[src/rtl/gpio_mw_pkg.sv]
package gpio_mw_pkg;
  localparam int PINS_PER_PORT = 16;

  typedef enum logic [1:0] {
    KIND_NONE  = 2'd0,
    KIND_DATA  = 2'd1,
    KIND_LEVEL = 2'd2,
    KIND_MODE  = 2'd3
  } reg_kind_e;

  // merge the value half into the old state, only where the mask half is set
  function automatic logic [PINS_PER_PORT-1:0] masked_merge(
    input logic [PINS_PER_PORT-1:0] old_bits,
    input logic [31:0]              wword
  );
    logic [PINS_PER_PORT-1:0] sel;
    sel = wword[31:16];
    return (old_bits & ~sel) | (wword[15:0] & sel);
  endfunction
endpackage

[src/rtl/gpio_mw_sync.sv]
module gpio_mw_sync #(
  parameter int WIDTH = 16
) (
  input  logic             clk,
  input  logic             rst_n,
  input  logic [WIDTH-1:0] async_in,
  output logic [WIDTH-1:0] sync_out
);
  logic [WIDTH-1:0] stage1_q;
  logic [WIDTH-1:0] stage2_q;

  always_ff @(posedge clk or negedge rst_n) begin
    if (!rst_n) begin
      stage1_q <= '0;
      stage2_q <= '0;
    end else begin
      stage1_q <= async_in;
      stage2_q <= stage1_q;
    end
  end

  assign sync_out = stage2_q;
endmodule

[src/rtl/gpio_mw_port.sv]
module gpio_mw_port
  import gpio_mw_pkg::*;
(
  input  logic                     clk,
  input  logic                     rst_n,
  input  logic                     data_wr,
  input  logic                     mode_wr,
  input  logic [31:0]              wword,
  input  logic [PINS_PER_PORT-1:0] pads_in,
  output logic [PINS_PER_PORT-1:0] data_q,
  output logic [PINS_PER_PORT-1:0] mode_q,
  output logic [PINS_PER_PORT-1:0] level_q
);
  logic [PINS_PER_PORT-1:0] data_d;
  logic [PINS_PER_PORT-1:0] mode_d;

  always_comb begin
    data_d = data_q;
    mode_d = mode_q;
    if (data_wr) data_d = masked_merge(data_q, wword);
    if (mode_wr) mode_d = masked_merge(mode_q, wword);
  end

  always_ff @(posedge clk or negedge rst_n) begin
    if (!rst_n) begin
      data_q <= '0;
      mode_q <= '1;
    end else begin
      if (data_wr) data_q <= data_d;
      if (mode_wr) mode_q <= mode_d;
    end
  end

  gpio_mw_sync #(.WIDTH(PINS_PER_PORT)) u_sync (
    .clk      (clk),
    .rst_n    (rst_n),
    .async_in (pads_in),
    .sync_out (level_q)
  );
endmodule

[src/rtl/gpio_mw_ctrl.sv]
module gpio_mw_ctrl
  import gpio_mw_pkg::*;
#(
  parameter int                NUM_PORTS  = 2,
  parameter int                ADDR_W     = 8,
  parameter logic [ADDR_W-1:0] DATA_BASE  = 'h00,
  parameter logic [ADDR_W-1:0] LEVEL_BASE = 'h20,
  parameter logic [ADDR_W-1:0] MODE_BASE  = 'h40
) (
  input  logic                               clk,
  input  logic                               rst_n,
  input  logic [ADDR_W-1:0]                  bus_addr,
  input  logic                               bus_we,
  input  logic [31:0]                        bus_wdata,
  output logic [31:0]                        bus_rdata,
  output logic [PINS_PER_PORT*NUM_PORTS-1:0] pin_out,
  output logic [PINS_PER_PORT*NUM_PORTS-1:0] pin_oe,
  input  logic [PINS_PER_PORT*NUM_PORTS-1:0] pin_in
);
  localparam int                IDX_W = (NUM_PORTS > 1) ? $clog2(NUM_PORTS) : 1;
  localparam logic [ADDR_W-1:0] SPAN  = ADDR_W'(4 * NUM_PORTS);

  logic              hit_data, hit_level, hit_mode;
  logic [IDX_W-1:0]  idx_data, idx_level, idx_mode;
  reg_kind_e         kind;
  logic [IDX_W-1:0]  sel_idx;

  function automatic logic in_window(input logic [ADDR_W-1:0] a,
                                     input logic [ADDR_W-1:0] base);
    return (a >= base) && ((a - base) < SPAN) && (a[1:0] == 2'b00);
  endfunction

  function automatic logic [IDX_W-1:0] word_index(input logic [ADDR_W-1:0] a,
                                                   input logic [ADDR_W-1:0] base);
    logic [ADDR_W-1:0] off;
    off = (a - base) >> 2;
    return IDX_W'(off);
  endfunction

  always_comb begin
    hit_data  = in_window(bus_addr, DATA_BASE);
    hit_level = in_window(bus_addr, LEVEL_BASE);
    hit_mode  = in_window(bus_addr, MODE_BASE);
    idx_data  = word_index(bus_addr, DATA_BASE);
    idx_level = word_index(bus_addr, LEVEL_BASE);
    idx_mode  = word_index(bus_addr, MODE_BASE);
    kind      = KIND_NONE;
    sel_idx   = '0;
    if (hit_data) begin
      kind    = KIND_DATA;
      sel_idx = idx_data;
    end else if (hit_level) begin
      kind    = KIND_LEVEL;
      sel_idx = idx_level;
    end else if (hit_mode) begin
      kind    = KIND_MODE;
      sel_idx = idx_mode;
    end
  end

  logic [PINS_PER_PORT-1:0] data_arr  [NUM_PORTS];
  logic [PINS_PER_PORT-1:0] mode_arr  [NUM_PORTS];
  logic [PINS_PER_PORT-1:0] level_arr [NUM_PORTS];

  for (genvar p = 0; p < NUM_PORTS; p++) begin : g_port
    logic data_wr, mode_wr;
    assign data_wr = bus_we && (kind == KIND_DATA) && (sel_idx == IDX_W'(p));
    assign mode_wr = bus_we && (kind == KIND_MODE) && (sel_idx == IDX_W'(p));

    gpio_mw_port u_port (
      .clk     (clk),
      .rst_n   (rst_n),
      .data_wr (data_wr),
      .mode_wr (mode_wr),
      .wword   (bus_wdata),
      .pads_in (pin_in[p*PINS_PER_PORT +: PINS_PER_PORT]),
      .data_q  (data_arr[p]),
      .mode_q  (mode_arr[p]),
      .level_q (level_arr[p])
    );

    assign pin_out[p*PINS_PER_PORT +: PINS_PER_PORT] = data_arr[p];
    assign pin_oe [p*PINS_PER_PORT +: PINS_PER_PORT] = ~mode_arr[p];
  end

  always_comb begin
    bus_rdata = '0;
    for (int p = 0; p < NUM_PORTS; p++) begin
      if (sel_idx == IDX_W'(p)) begin
        unique case (kind)
          KIND_DATA:  bus_rdata[15:0] = data_arr[p];
          KIND_LEVEL: bus_rdata[15:0] = level_arr[p];
          KIND_MODE:  bus_rdata[15:0] = mode_arr[p];
          default:    bus_rdata[15:0] = '0;
        endcase
      end
    end
  end
endmodule

[config.mk]
export PLATFORM = sky130hd
export DESIGN_NAME = gpio_mw_ctrl
export DESIGN_NICKNAME = d
export VERILOG_FILES = /design/src/rtl/gpio_mw_pkg.sv /design/src/rtl/gpio_mw_sync.sv /design/src/rtl/gpio_mw_port.sv /design/src/rtl/gpio_mw_ctrl.sv
export SDC_FILE = /design/constraint.sdc
export NUM_CORES = 1
export LEC_CHECK = 0
export BUFFER_PORTS_ARGS = -buffer_cell sky130_fd_sc_hd__buf_2
export CORE_MARGIN = 1.5
export CORE_UTILIZATION = 45
export CTS_CLUSTER_DIAMETER = 120
export DETAILED_ROUTE_END_ITERATION = 6
export MAX_ROUTING_LAYER = met4
export PLACE_DENSITY = 0.81
export SLEW_MARGIN = 20
export SYNTH_ARGS = -nofsm -noshare
export SYNTH_HDL_FRONTEND = slang
export SYNTH_SLANG_ARGS = --single-unit
[constraint.sdc]
create_clock -name clk -period 1.33 [get_ports clk]
set_input_delay 0 -clock clk [delete_from_list [all_inputs] [get_ports clk]]
set_output_delay 0 -clock clk [all_outputs]
set_load 0.01 [all_outputs]
# Yosys cells after proc, flatten, opt, wreduce, memory -nomap -nowiden
# Index checks and enable logic that the tools add are counted.
[totals] output_inout_bits=96 in_bits=75 register_bits=128 wordCells=54
[op_classes] reduce_logical=13 bitwise_logic=13 order_cmp=6 add_sub_neg=2 eq_ne=3 muxes=9
[ops] op="one-hot mux 16 bit (3 select lines)" count=2
[ops] op="bitwise AND 16 bit" count=5
[ops] op="OR 16 bit" count=4
[ops] op="NOT 16 bit" count=3
[ops] op="< comparator 8 x 4 -> 1 bit, second input constant" count=3
[ops] op="two-way mux 16 bit" count=1
[ops] op="logical AND 1 bit" count=12
[ops] op=">= comparator 8 x 1 -> 1 bit, second input constant" count=1
[ops] op=">= comparator 8 x 6 -> 1 bit, second input constant" count=1
[ops] op=">= comparator 8 x 7 -> 1 bit, second input constant" count=1
[ops] op="subtractor 8 x 6 -> 8 bit, second input constant" count=1
[ops] op="subtractor 8 x 7 -> 8 bit, second input constant" count=1
[ops] op="two-way mux 2 bit" count=3
[ops] op="equality test 2 bit, second input constant" count=2
[ops] op="two-way mux 1 bit" count=3
[ops] op="equality test 2 x 1 -> 1 bit, second input constant" count=1
[ops] op="zero test 2 bit" count=1
[ops] op="NOT 1 bit" count=1

# Logic depth before layout (Yosys ltp)
[logic_depth] word_depth=10 ltp_mapped=8 ltp_nobuf=6

# Cells and area by module
# Synthesis repeated with hierarchy kept, for this count alone.
[unflattened] hier_cells=463 area_unflattened_um2=5775.5
[modules_own_cells] mod="gpio_mw_port" n_inst=2 seq_area_each_um2=820.8 cells_per_inst=100 area_per_inst_um2=1401.3
[modules_own_cells] mod="gpio_mw_sync" n_inst=2 seq_area_each_um2=800.8 cells_per_inst=32 area_per_inst_um2=800.8
[modules_own_cells] mod="gpio_mw_ctrl" n_inst=1 seq_area_each_um2=0.0 cells_per_inst=199 area_per_inst_um2=1371.3

# Worst setup path after synthesis
# No wires, ideal clock.
[synth_timing] path_kind="input -> register" startpoint="input port bus_addr[1]" endpoint="register with a tool-made name" setup_ps=125 path_stages=5 setup_slack_ps=-194 arrival_time_ps=1399 required_time_ps=1205 n_path_buf=1 path_cell_list="nor4_4 -> nand4_1 -> buf_2 -> nor3b_1 -> mux2_2"
[synth_lines] item="start: declaration" line="gpio_mw_ctrl.sv:12" rtl="input logic [ADDR_W-1:0] bus_addr,"

==> flow_summary_export.csv <==
group,metric,value,unit
timing,rsz0062_at_grt,"yes",
layout,area_delta_synth_final,52.80,%
power,power.density,1141,nW/um^2
die,core-area,12160,um^2
timing,maxSlewHeadroom,0.5069,
global_route,grt_pass1_vias,4910,
place,dpl.hpwl,9930,um
global_route,grt_pass1_wl,25410,um
clocking,htree_levels,4,
layout,drive_gt1_frac,0.6058,
power,max-vdd-ir-drop,1520,uV
setup_path,critical_path_class,"reg2out",
timing,fin_skew,6.832,ps
synthesis,synth_cell_types,36,
synthesis,netlist_area,5680,um^2
global_route,grt_overflow,0,
synthesis,synth_warnings,0,
synthesis,ys_seq_area_frac,0.5709,
timing,drv_slew,0,
setup_path,critical_path.top_delay_family,"flip-flops",
clocking,root_buffer,"clkbuf_16",
setup_path,crit_path_start_kind,"flip-flop",
synthesis,async_flop_share,1.000,
die,dieHeight,115.4,um
setup_path,cp.required,1330,ps
global_route,antenna_found_initial,1,
timing,finalCritPeriodShare,1.329,
setup_path,reg2reg_slack,320,ps
place,gp_congestion,0.8338,
place,placed_cells,770,
synthesis,syn_inst,440,
power,power.share.clock,0.481,
routing,drc,0,
synthesis,ys_seq_elements,128,
job,cap_violations,0,
layout,final_nets,781,
setup_path,crit_slowest_cell,"dfstp_2",
synthesis,postSynthAreaPerCell,12.91,um^2
setup_path,critPathBufInv,1,
routing,vias,4611,
routing,wirelength,16580,um
timing,hold_viol,0,
global_route,track_usage,0.2625,
routing,wl_per_cell,18.70,um
timing,setup_tns,-4837,ps
setup_path,max_stage_delay,550,ps
die,row_count,40,
setup_path,critPathMaxFanout,2,
power,p_total,9.905,mW
min_path,hp-class,"in2async",
clocking,cts_sinks,128,
power,p_int,7.562,mW
setup_path,worstPathCellList,"mux2i_2 > a21oi_2 > a31oi_2 > nor3_2 > buf_2",
place,pre_cts_slack,-289.1,ps
clocking,worstSkewPairLatency,420,ps
synthesis,synth_flop_cell,"dfrtp_1",
routing,ant_nets,0,
status,status,"complete, but fails checks",
timing,min_period,1768,ps
synthesis,synth_edf_count,0,
layout,fin_cells,887,
place,io_buffers,154,
timing,fin_ws,-438.2,ps
timing,fmax,0.5656,GHz
clocking,cts_buffer_depth,2,
routing,first_pass_iters,4,
die,io_pins,171,
clocking,numCtsBuffers,17,
power,power_frac_comb,0.100,
clocking,tritoncts,"built",
setup_path,end_kind,"output pin",
layout,fin_area,8680,um^2
timing,worstMarginPinSlew,739.7,ps
die,die_w,115.4,um
die,dieArea,13310,um^2
setup_path,worstPathArrival,1770,ps
power,p_switching,2.343,mW
die,start_util,0.4671,
power,p_seq_frac,0.419,
status,violations,"negative setup slack",
power,power.leakage,3.906,nW
timing,finalSetupViolations,16,
setup_path,reg2regPathDepth,3,
routing,drtIter0Drc,241,
clocking,clk_pin_slew,60,ps
place,post_dp_cell_area,7079,um^2
routing,routed_via_density,5.198,
power,p_sw_frac,0.2365,
global_route,grt_max_degree,56,
## per-layer routing
layer / vias to the layer above / wire (um) / GRT usage
met5: - / 0 / -
li1: 2074 / - / -
met3: 45 / 873 / 0.07222
met4: 0 / 533 / 0.1226
met2: 177 / 8579 / 0.4379
met1: 2315 / 6596 / 0.2922
## placed cells by master, fill, tap and decap left out, types with 3 or more instances in the layout
cell type,synthesis,final
buf_12,0,7
mux2i_1,4,3
nor2_1,5,5
clkinvlp_4,0,3
clkbuf_16,0,18
buf_4,16,45
dlygate4sd3_1,0,65
dfstp_2,32,32
a21oi_1,18,6
a21oi_2,2,14
mux2_4,0,20
nor3_2,1,4
conb_1,1,16
inv_1,34,34
buf_6,5,5
buf_2,7,150
clkinv_4,0,3
bufinv_16,0,3
dfrtp_1,96,96
a31oi_1,4,3
mux2_2,91,71
a221oi_4,0,3
a22oi_2,4,11
nand3_1,32,32
nor3b_1,32,11
a221oi_2,0,9
clkinv_2,0,3
nor3b_2,0,21
## how the worst max path moves through the flow
stage	startpoint	depth (start not counted)	to
6_report	flip-flop	5	bus_rdata[15]
5_1_grt	flip-flop	5	bus_rdata[15]
4_1_cts	flip-flop	5	bus_rdata[15]
3_5_place_dp	bus_addr[3]	6	flip-flop
3_3_place_gp	bus_addr[1]	7	bus_rdata[10]
2_1_floorplan	bus_addr[3]	5	flip-flop
## through the flow
step                utilization  hold WS, ps
finish                   0.7137        31.11
global route             0.7137        63.83
CTS                      0.7017        22.61
detailed placement       0.5821       -62.70
global placement         0.5821       -66.93
floorplan                     -       -295.6
## cell usage after synthesis, types with 5 or more instances
| cell type | n | share of area |
|---|---|---|
| mux2_2 | 91 | 0.18 |
| a22oi_1 | 8 | 0.011 |
| clkbuf_1 | 9 | 0.0059 |
| a21oi_1 | 18 | 0.016 |
| dfstp_2 | 32 | 0.15 |
| inv_1 | 34 | 0.022 |
| buf_4 | 16 | 0.021 |
| buf_6 | 5 | 0.0099 |
| nor3b_1 | 32 | 0.042 |
| a221oi_1 | 12 | 0.019 |
| nand3_1 | 32 | 0.028 |
| dfrtp_1 | 96 | 0.42 |
| nor2_1 | 5 | 0.0033 |
| buf_2 | 7 | 0.0062 |
## what timing repair did
| item | 4_1_cts | 5_1_grt |
|---|---|---|
| resized for setup | 16 | 15 |
| pin swaps | 18 | 7 |
| buffers inserted | 14 | 4 |
| setup endpoints to repair | 16 | 16 |
| cloned | 0 | 1 |
| endpoints found under the hold margin | 199 | 0 |
| hold buffers | 65 | 0 |
## layout make-up
class | count | area (um^2)
multi-input cells | 251 | 2530
clock buffers | 19 | 442.9
fillers | 768 | 3482
well taps | 168 | 210.2
clock inverters | 13 | 162.7
inverters | 34 | 127.6
repair buffers | 273 | 1961
diodes | 1 | 2.502
flip-flops and latches | 128 | 3243
## worst reg2reg max path: cells and delay by family (launching register included)
kind	cells	cell delay [ps]
buf+inv	2	250
flops	1	390
mux	1	260
## cells by family after synthesis
family / after synthesis / share of synthesized area
muxes: 96 / 0.1894
other: 1 / 0.0006602
and+or+nand+nor: 84 / 0.09692
AOI/OAI and AO/OA: 53 / 0.06894
buffers and inverters: 76 / 0.06938
adders and majority gates: 1 / 0.002202
DFF: 128 / 0.5709
xor gates and xnor gates: 1 / 0.001542
## power by group through the flow
stage          Combinational (mW)  Sequential (mW)  Clock (mW)
3_5_place_dp                0.759             4.21           0
2_1_floorplan               0.368             4.20           0
5_1_grt                      1.07             4.17        5.01
3_3_place_gp                0.734             4.20           0
6_report                    0.991             4.15        4.76
4_1_cts                     0.956             4.15        4.82
(Power assumes the default switching activity.)
